### config.mk
export PLATFORM = sky130hd
export DESIGN_NAME = tagecc_top
export DESIGN_NICKNAME = d
export VERILOG_FILES = /design/src/rtl/tagecc_pkg.sv /design/src/rtl/tagecc_enc.sv /design/src/rtl/tagecc_dec.sv /design/src/rtl/tagecc_seq.sv /design/src/rtl/tagecc_top.sv
export SDC_FILE = /design/constraint.sdc
export NUM_CORES = 1
export LEC_CHECK = 0
export BUFFER_PORTS_ARGS = -buffer_cell sky130_fd_sc_hd__buf_2
export CORE_ASPECT_RATIO = 1.25
export CORE_UTILIZATION = 49
export DETAILED_ROUTE_END_ITERATION = 12
export GPL_TIMING_DRIVEN = 0
export MAX_ROUTING_LAYER = met4
export PLACE_DENSITY = 0.89
export REMOVE_ABC_BUFFERS = 1
export SLEW_MARGIN = 20
export SYNTH_ARGS = -nofsm -noshare
export SYNTH_HDL_FRONTEND = slang
export SYNTH_SLANG_ARGS = --single-unit
### constraint.sdc
create_clock -name clk -period 3.3 [get_ports clk]
set_clock_uncertainty 0.05 [all_clocks]
set_input_delay 0.165 -clock clk [delete_from_list [all_inputs] [get_ports clk]]
set_output_delay 0.165 -clock clk [all_outputs]
set_load 0.01 [all_outputs]
### src/rtl/tagecc_pkg.sv
// Shared types and constant functions for the tag SECDED guard.
// Assumes a tag word of at most 57 bits, so check bits fit in 6 or 7 bits.
package tagecc_pkg;

    typedef enum logic [1:0] {ECC_CLEAN, ECC_CE, ECC_UE} ecc_cls_e;
    typedef enum logic [1:0] {RCV_IDLE, RCV_EVICT, RCV_FIX, RCV_REFILL} rcv_state_e;

    // Number of Hamming check bits needed for dw data bits.
    function automatic int chk_bits(int dw);
        int r;
        r = 0;
        for (int k = 7; k >= 1; k--)
            if ((1 << k) >= dw + k + 1) r = k;
        return r;
    endfunction

    // Hamming position (1-based) of data bit j; powers of two are skipped.
    function automatic int data_pos(int j);
        int c;
        int r;
        c = 0;
        r = 0;
        for (int q = 3; q < 128; q++) begin
            if ((q & (q - 1)) != 0) begin
                if (c == j && r == 0) r = q;
                c++;
            end
        end
        return r;
    endfunction

    // Mask of data bits covered by check bit i.
    function automatic logic [63:0] chk_mask(int dw, int i);
        logic [63:0] m;
        int p;
        m = '0;
        for (int j = 0; j < dw; j++) begin
            p = data_pos(j);
            m[j] = p[i];
        end
        return m;
    endfunction

endpackage

### src/rtl/tagecc_enc.sv
// Hamming check-bit generator for one tag word. Pure combinational.
// Assumes DATA_W <= 57; the overall parity bit is formed by the caller.
module tagecc_enc
    import tagecc_pkg::*;
#(
    parameter int DATA_W = 34,
    localparam int CHK_W = chk_bits(DATA_W)
) (
    input  logic [DATA_W-1:0] data,
    output logic [CHK_W-1:0]  chk
);
    for (genvar i = 0; i < CHK_W; i++) begin : g_chk
        localparam logic [63:0] MASK = chk_mask(DATA_W, i);
        // Check bit i is the parity over its covered data bits.
        assign chk[i] = ^(data & MASK[DATA_W-1:0]);
    end
endmodule

### src/rtl/tagecc_dec.sv
// Syndrome decoder: classifies a codeword and corrects a single data-bit flip.
// Assumes chk_calc is the check-bit recompute over the received data bits.
// Codeword layout: [DATA_W-1:0] data, then CHK_W check bits, then parity.
module tagecc_dec
    import tagecc_pkg::*;
#(
    parameter int DATA_W = 34,
    localparam int CHK_W  = chk_bits(DATA_W),
    localparam int CODE_W = DATA_W + CHK_W + 1,
    localparam int NPOS   = DATA_W + CHK_W
) (
    input  logic [CODE_W-1:0] code,
    input  logic [CHK_W-1:0]  chk_calc,
    output logic [DATA_W-1:0] data_fix,
    output ecc_cls_e          cls
);
    localparam logic [CHK_W-1:0] LAST_POS = CHK_W'(NPOS);

    logic [CHK_W-1:0] syn;
    logic             par_bad;

    assign syn     = code[DATA_W +: CHK_W] ^ chk_calc;
    assign par_bad = ^code;

    // Classify: an odd error count with a syndrome inside the word is correctable.
    always_comb begin
        if (!par_bad)
            cls = (syn == '0) ? ECC_CLEAN : ECC_UE;
        else
            cls = (syn <= LAST_POS) ? ECC_CE : ECC_UE;
    end

    for (genvar j = 0; j < DATA_W; j++) begin : g_fix
        localparam int P = data_pos(j);
        // Flip data bit j when the syndrome points at its position.
        assign data_fix[j] = code[j] ^ ((cls == ECC_CE) && (syn == CHK_W'(P)));
    end
endmodule

### src/rtl/tagecc_seq.sv
// Recovery sequencer (evict, fix write, refill) and uncorrectable-error pulser.
// Assumes start is only meaningful together with the read it qualifies;
// starts while busy are dropped.
module tagecc_seq
    import tagecc_pkg::*;
#(
    parameter int DATA_W = 34,
    parameter int IDX_W  = 8
) (
    input  logic              clk,
    input  logic              rst_n,
    input  logic              start,
    input  logic [IDX_W-1:0]  start_index,
    input  logic [DATA_W-1:0] start_data,
    input  logic              ue_hit,
    input  logic              ue_dirty,
    input  logic              defer_mode,
    input  logic              evict_ack,
    input  logic              refill_ack,
    output logic              evict_req,
    output logic              fix_wr_en,
    output logic              refill_req,
    output logic              busy,
    output logic [IDX_W-1:0]  rcv_index,
    output logic [DATA_W-1:0] rcv_data,
    output logic              ue_report,
    output logic              ue_poison,
    output logic [IDX_W-1:0]  ue_index,
    output logic              ue_data_lost
);
    rcv_state_e state, state_nx;

    // Next-state selection for the recovery walk.
    always_comb begin
        state_nx = state;
        case (state)
            RCV_IDLE:   if (start)      state_nx = RCV_EVICT;
            RCV_EVICT:  if (evict_ack)  state_nx = RCV_FIX;
            RCV_FIX:                    state_nx = RCV_REFILL;
            RCV_REFILL: if (refill_ack) state_nx = RCV_IDLE;
            default:                    state_nx = RCV_IDLE;
        endcase
    end

    // State register and capture of the line under recovery.
    always_ff @(posedge clk) begin
        if (!rst_n) begin
            state     <= RCV_IDLE;
            rcv_index <= '0;
            rcv_data  <= '0;
        end else begin
            state <= state_nx;
            if (state == RCV_IDLE && start) begin
                rcv_index <= start_index;
                rcv_data  <= start_data;
            end
        end
    end

    assign evict_req  = (state == RCV_EVICT);
    assign fix_wr_en  = (state == RCV_FIX);
    assign refill_req = (state == RCV_REFILL);
    assign busy       = (state != RCV_IDLE);

    // One-cycle report or poison pulse for an uncorrectable read.
    always_ff @(posedge clk) begin
        if (!rst_n) begin
            ue_report    <= 1'b0;
            ue_poison    <= 1'b0;
            ue_data_lost <= 1'b0;
            ue_index     <= '0;
        end else begin
            ue_report    <= ue_hit && !defer_mode;
            ue_poison    <= ue_hit && defer_mode;
            ue_data_lost <= ue_hit && ue_dirty;
            if (ue_hit) ue_index <= start_index;
        end
    end
endmodule

### src/rtl/tagecc_top.sv
// Tag SECDED guard: write encoder, zero-latency read decoder, recovery
// sequencer. Assumes the tag store returns exactly what was written, barring
// bit upsets, and that the handshake partner holds ack for one cycle.
module tagecc_top
    import tagecc_pkg::*;
#(
    parameter int DATA_W = 34,
    parameter int IDX_W  = 8,
    localparam int CHK_W  = chk_bits(DATA_W),
    localparam int CODE_W = DATA_W + CHK_W + 1
) (
    input  logic              clk,
    input  logic              rst_n,
    input  logic [DATA_W-1:0] wr_data,
    output logic [CODE_W-1:0] wr_code,
    input  logic              rd_valid,
    input  logic [IDX_W-1:0]  rd_index,
    input  logic              rd_dirty,
    input  logic [CODE_W-1:0] rd_code,
    output logic [DATA_W-1:0] rd_data,
    output logic              rd_ce,
    output logic              rd_ue,
    input  logic              defer_mode,
    output logic              evict_req,
    input  logic              evict_ack,
    output logic              fix_wr_en,
    output logic [CODE_W-1:0] fix_code,
    output logic              refill_req,
    input  logic              refill_ack,
    output logic [IDX_W-1:0]  rcv_index,
    output logic              rcv_busy,
    output logic              ue_report,
    output logic              ue_poison,
    output logic [IDX_W-1:0]  ue_index,
    output logic              ue_data_lost
);
    logic [CHK_W-1:0]  wr_chk, rd_chk, fix_chk;
    logic [DATA_W-1:0] rcv_data;
    ecc_cls_e          rd_cls;

    tagecc_enc #(.DATA_W(DATA_W)) u_enc_wr (.data(wr_data), .chk(wr_chk));
    tagecc_enc #(.DATA_W(DATA_W)) u_enc_rd (.data(rd_code[DATA_W-1:0]), .chk(rd_chk));
    tagecc_enc #(.DATA_W(DATA_W)) u_enc_fix (.data(rcv_data), .chk(fix_chk));

    assign wr_code  = {^{wr_data, wr_chk}, wr_chk, wr_data};
    assign fix_code = {^{rcv_data, fix_chk}, fix_chk, rcv_data};

    tagecc_dec #(.DATA_W(DATA_W)) u_dec (
        .code(rd_code), .chk_calc(rd_chk), .data_fix(rd_data), .cls(rd_cls)
    );

    assign rd_ce = rd_valid && (rd_cls == ECC_CE);
    assign rd_ue = rd_valid && (rd_cls == ECC_UE);

    tagecc_seq #(.DATA_W(DATA_W), .IDX_W(IDX_W)) u_seq (
        .clk(clk), .rst_n(rst_n),
        .start(rd_ce), .start_index(rd_index), .start_data(rd_data),
        .ue_hit(rd_ue), .ue_dirty(rd_dirty), .defer_mode(defer_mode),
        .evict_ack(evict_ack), .refill_ack(refill_ack),
        .evict_req(evict_req), .fix_wr_en(fix_wr_en), .refill_req(refill_req),
        .busy(rcv_busy), .rcv_index(rcv_index), .rcv_data(rcv_data),
        .ue_report(ue_report), .ue_poison(ue_poison), .ue_index(ue_index),
        .ue_data_lost(ue_data_lost)
    );
endmodule

==> impl_metrics.yaml <==
worst_setup_path:
  timing.rr.end: "u_seq.rcv_data[24]"
  r2r_setup_slack_ps: 1640
  reg2reg_from: "u_seq.state[0]"
  worstSetupPathType: "primary input to primary output"
  cp_max_fo: 8
  worstPathArrival_ps: 3130
  startpoint_type: "primary input"
  r2r_cells: 6
  end_kind: "primary output"
  required_ps: 3080
floorplanning:
  start_util_pct: 50.3
  fp.dieW_um: 95.4
  fp-row-count: 42
  num_io_pins: 231
  core-area_um2: 10600
  die_h_um: 119
  dieArea_um2: 11300
place:
  pre_cts_slack_ps: -311
  hpwl_um: 12500
  place_area_um2: 6360
  io_buffers: 230
  gp_congestion: 1.05
route:
  finalWirelength_um: 15900
  wire_per_inst_um: 16.9
  drcViolationCount: 0
  dr_total_vias: 5004
  dr.pass1.iters: 5
  drtAntennaViolNets: 0
  vias_per_cell: 5.34
  first_iter_violations: 381
synth:
  ys.flop_type: "dfxtp_1"
  yosys.area_share.simple_pct: 7.40
  synthArstFlopShare_pct: 0
  ys_seq_elements: 55
  synth_warnings: 0
  yosysUniqueCellTypes: 40
  synth_seq_area_share_pct: 20.6
  synthMuxAreaShare_pct: 3.00
  syn_inst: 594
  syn_area_um2: 5340
  synth_compound_area_share_pct: 14.6
  synth_top_family_by_area: "XOR/XNOR gates"
  synth_edf_count: 0
  synth_area_per_cell_um2: 8.99
  synth-xor-area-share_pct: 43.7
  synth_fa_ha_area_share_pct: 0.937
cells_and_area:
  nNetsFinal: 897
  synthToLayoutAreaGrowth_pct: 28.4
  fin_util_pct: 64.6
  drive_above_1_share_pct: 39.8
  stdcell_area_um2: 6860
  num-fill-cells: 848
grt:
  grt_pass1_vias: 4475
  grt_max_degree: 65
  grt.overflow.total: 0
  grtUsageTotal_pct: 26.1
  grt_pass1_wl_um: 21800
  antenna_found_initial: 1
pwr:
  leakage_uw: 0.00302
  ir_worst_vdd_uv: 1090
  power.total_uw: 7040
  seqPwrFrac_pct: 14.0
  switchingPower_uw: 3370
  p_int_uw: 3670
  power_frac_clock_pct: 7.8
  power_frac_comb_pct: 78.2
  powerDensity_nw_per_um2: 1030
  swShare_pct: 47.8
sta:
  drv_slew: 0
  period_needed_ps: 3350
  setup_ws_ps: -45.7
  max_slew.worst_pin.slew_ps: 702
  finalSetupTns_ps: -51.7
  fmax_ghz: 0.299
  setup_viol: 2
  min_period_over_period_pct: 101
  relSlewSlack_pct: 52.9
  timing_hold_violations_final: 0
  rsz0062_at_grt: "true"
clock_tree:
  cts_buffer_depth: 2
  numClockSinks: 55
  clk_pin_slew_worst_paths_ps: 70
  cts_tree: "yes"
  cts_buffers: 5
  clock_latency_ps: 300
  cts_root_buffer: "clkbuf_16"
  cts_max_level: 2
hold_path:
  min_path_cells: 3
  min_from: "rd_index[4]"
  min_to: "u_seq.rcv_index[4]"
  min_path_type: "primary input to register"
job:
  drv_cap: 0
run_status:
  violations: "negative setup slack"
  status: "complete, but fails checks"
-- cells by family after synthesis --
| family | count (synthesis) |
|---|---|
| xor+xnor | 241 |
| buf+inv | 95 |
| simple gates | 92 |
| compound gates | 91 |
| flops | 55 |
| mux | 16 |
| fa+ha+maj | 4 |
-- power groups by stage --
stage	Combinational (uW)	Sequential, uW	Clock (uW)
floorplan	3560	1060	0
global placement	4860	991	0
detailed placement	5000	1000	0
CTS	5110	985	551
global route	5930	1000	577
finish	5510	985	547
-- cells in the mapped netlist (12+ instances only) --
cell type  number  area share, %
xnor3_1        12            5.1
dfxtp_1        55             21
inv_1          42            3.0
a211oi_1       16            2.2
nor2_1         58            4.1
mux2i_1        16            3.0
a211oi_2       30            7.0
xnor2_1       175             29
a21oi_1        14            1.3
xor2_1         49            8.0
buf_4          34            4.8
o211ai_1       12            1.7
-- per-layer routing --
metal / vias up / global-route usage, % / share of wire (%)
met5: - / - / 0
met4: 0 / 15.7 / 5.7
met3: 62 / 3.02 / 6.1
met2: 300 / 47.7 / 54
met1: 2307 / 25.5 / 34
li1: 2335 / - / -
-- flip-flops by register name, summed over array words and instances (netlist names) --
name                count
u_seq.ue_data_lost      1
u_seq.rcv_data         34
u_seq.ue_index          8
u_seq.ue_poison         1
u_seq.rcv_index         8
u_seq.state             2
u_seq.ue_report         1
-- timing repair --
action / CTS / global route
setup endpoints to repair: 29 / 68
buffers inserted: 3 / 17
gates cloned: 0 / 1
resized for setup: 10 / 14
hold buffers: 1 / 0
endpoints found under the hold margin: 1 / 0
pin swaps: 4 / 10
-- worst max-delay path, stage by stage --
cell	delay, ps
buf_2	100
xnor3_2	460
xnor3_2	450
xnor3_2	480
xnor2_4	280
nand2_1	150
nor3_1	290
o21ai_0	240
xor2_1	300
inv_1	60
buf_2	140
-- area by class of cell --
type / count / area [um^2] / area share [%]
Clock buffer: 6 / 139 / 2.02
Multi-Input combinational cell: 444 / 3880 / 56.5
Clock inverter: 2 / 16.3 / 0.237
Inverter: 43 / 163 / 2.37
Tap cell: 132 / 165 / 2.41
Timing Repair Buffer: 254 / 1400 / 20.4
Antenna cell: 1 / 2.50 / 0.0365
Sequential cell: 55 / 1100 / 16.0
-- metrics by stage --
stage	hold slack (ps)	std cells
6_report	67.9	937
3_5_place_dp	286	906
5_1_grt	83.9	937
4_1_cts	39.2	918
3_3_place_gp	282	904
2_1_floorplan	187	542
-- worst max-delay path by stage --
stage / from / to / cells after the start
global route: rd_code[3] / rd_data[6] / 12
detailed placement: rd_code[0] / u_seq.ue_index[1] / 10
floorplan: rd_code[3] / u_seq.rcv_index[0] / 9
finish: rd_code[3] / rd_data[27] / 11
global placement: rd_code[0] / u_seq.rcv_index[2] / 10
CTS: rd_code[32] / rd_data[2] / 11
-- cells in the final DEF, fill, tap and decap left out, types with 13 or more instances in the layout --
cell,instances
inv_1,42
dfxtp_1,55
nor2_1,58
buf_2,229
a211oi_2,34
xor2_1,48
buf_4,19
a21oi_1,13
xnor2_1,168
mux2i_1,16
No activity file was read; power rests on OpenSTA's default activity.
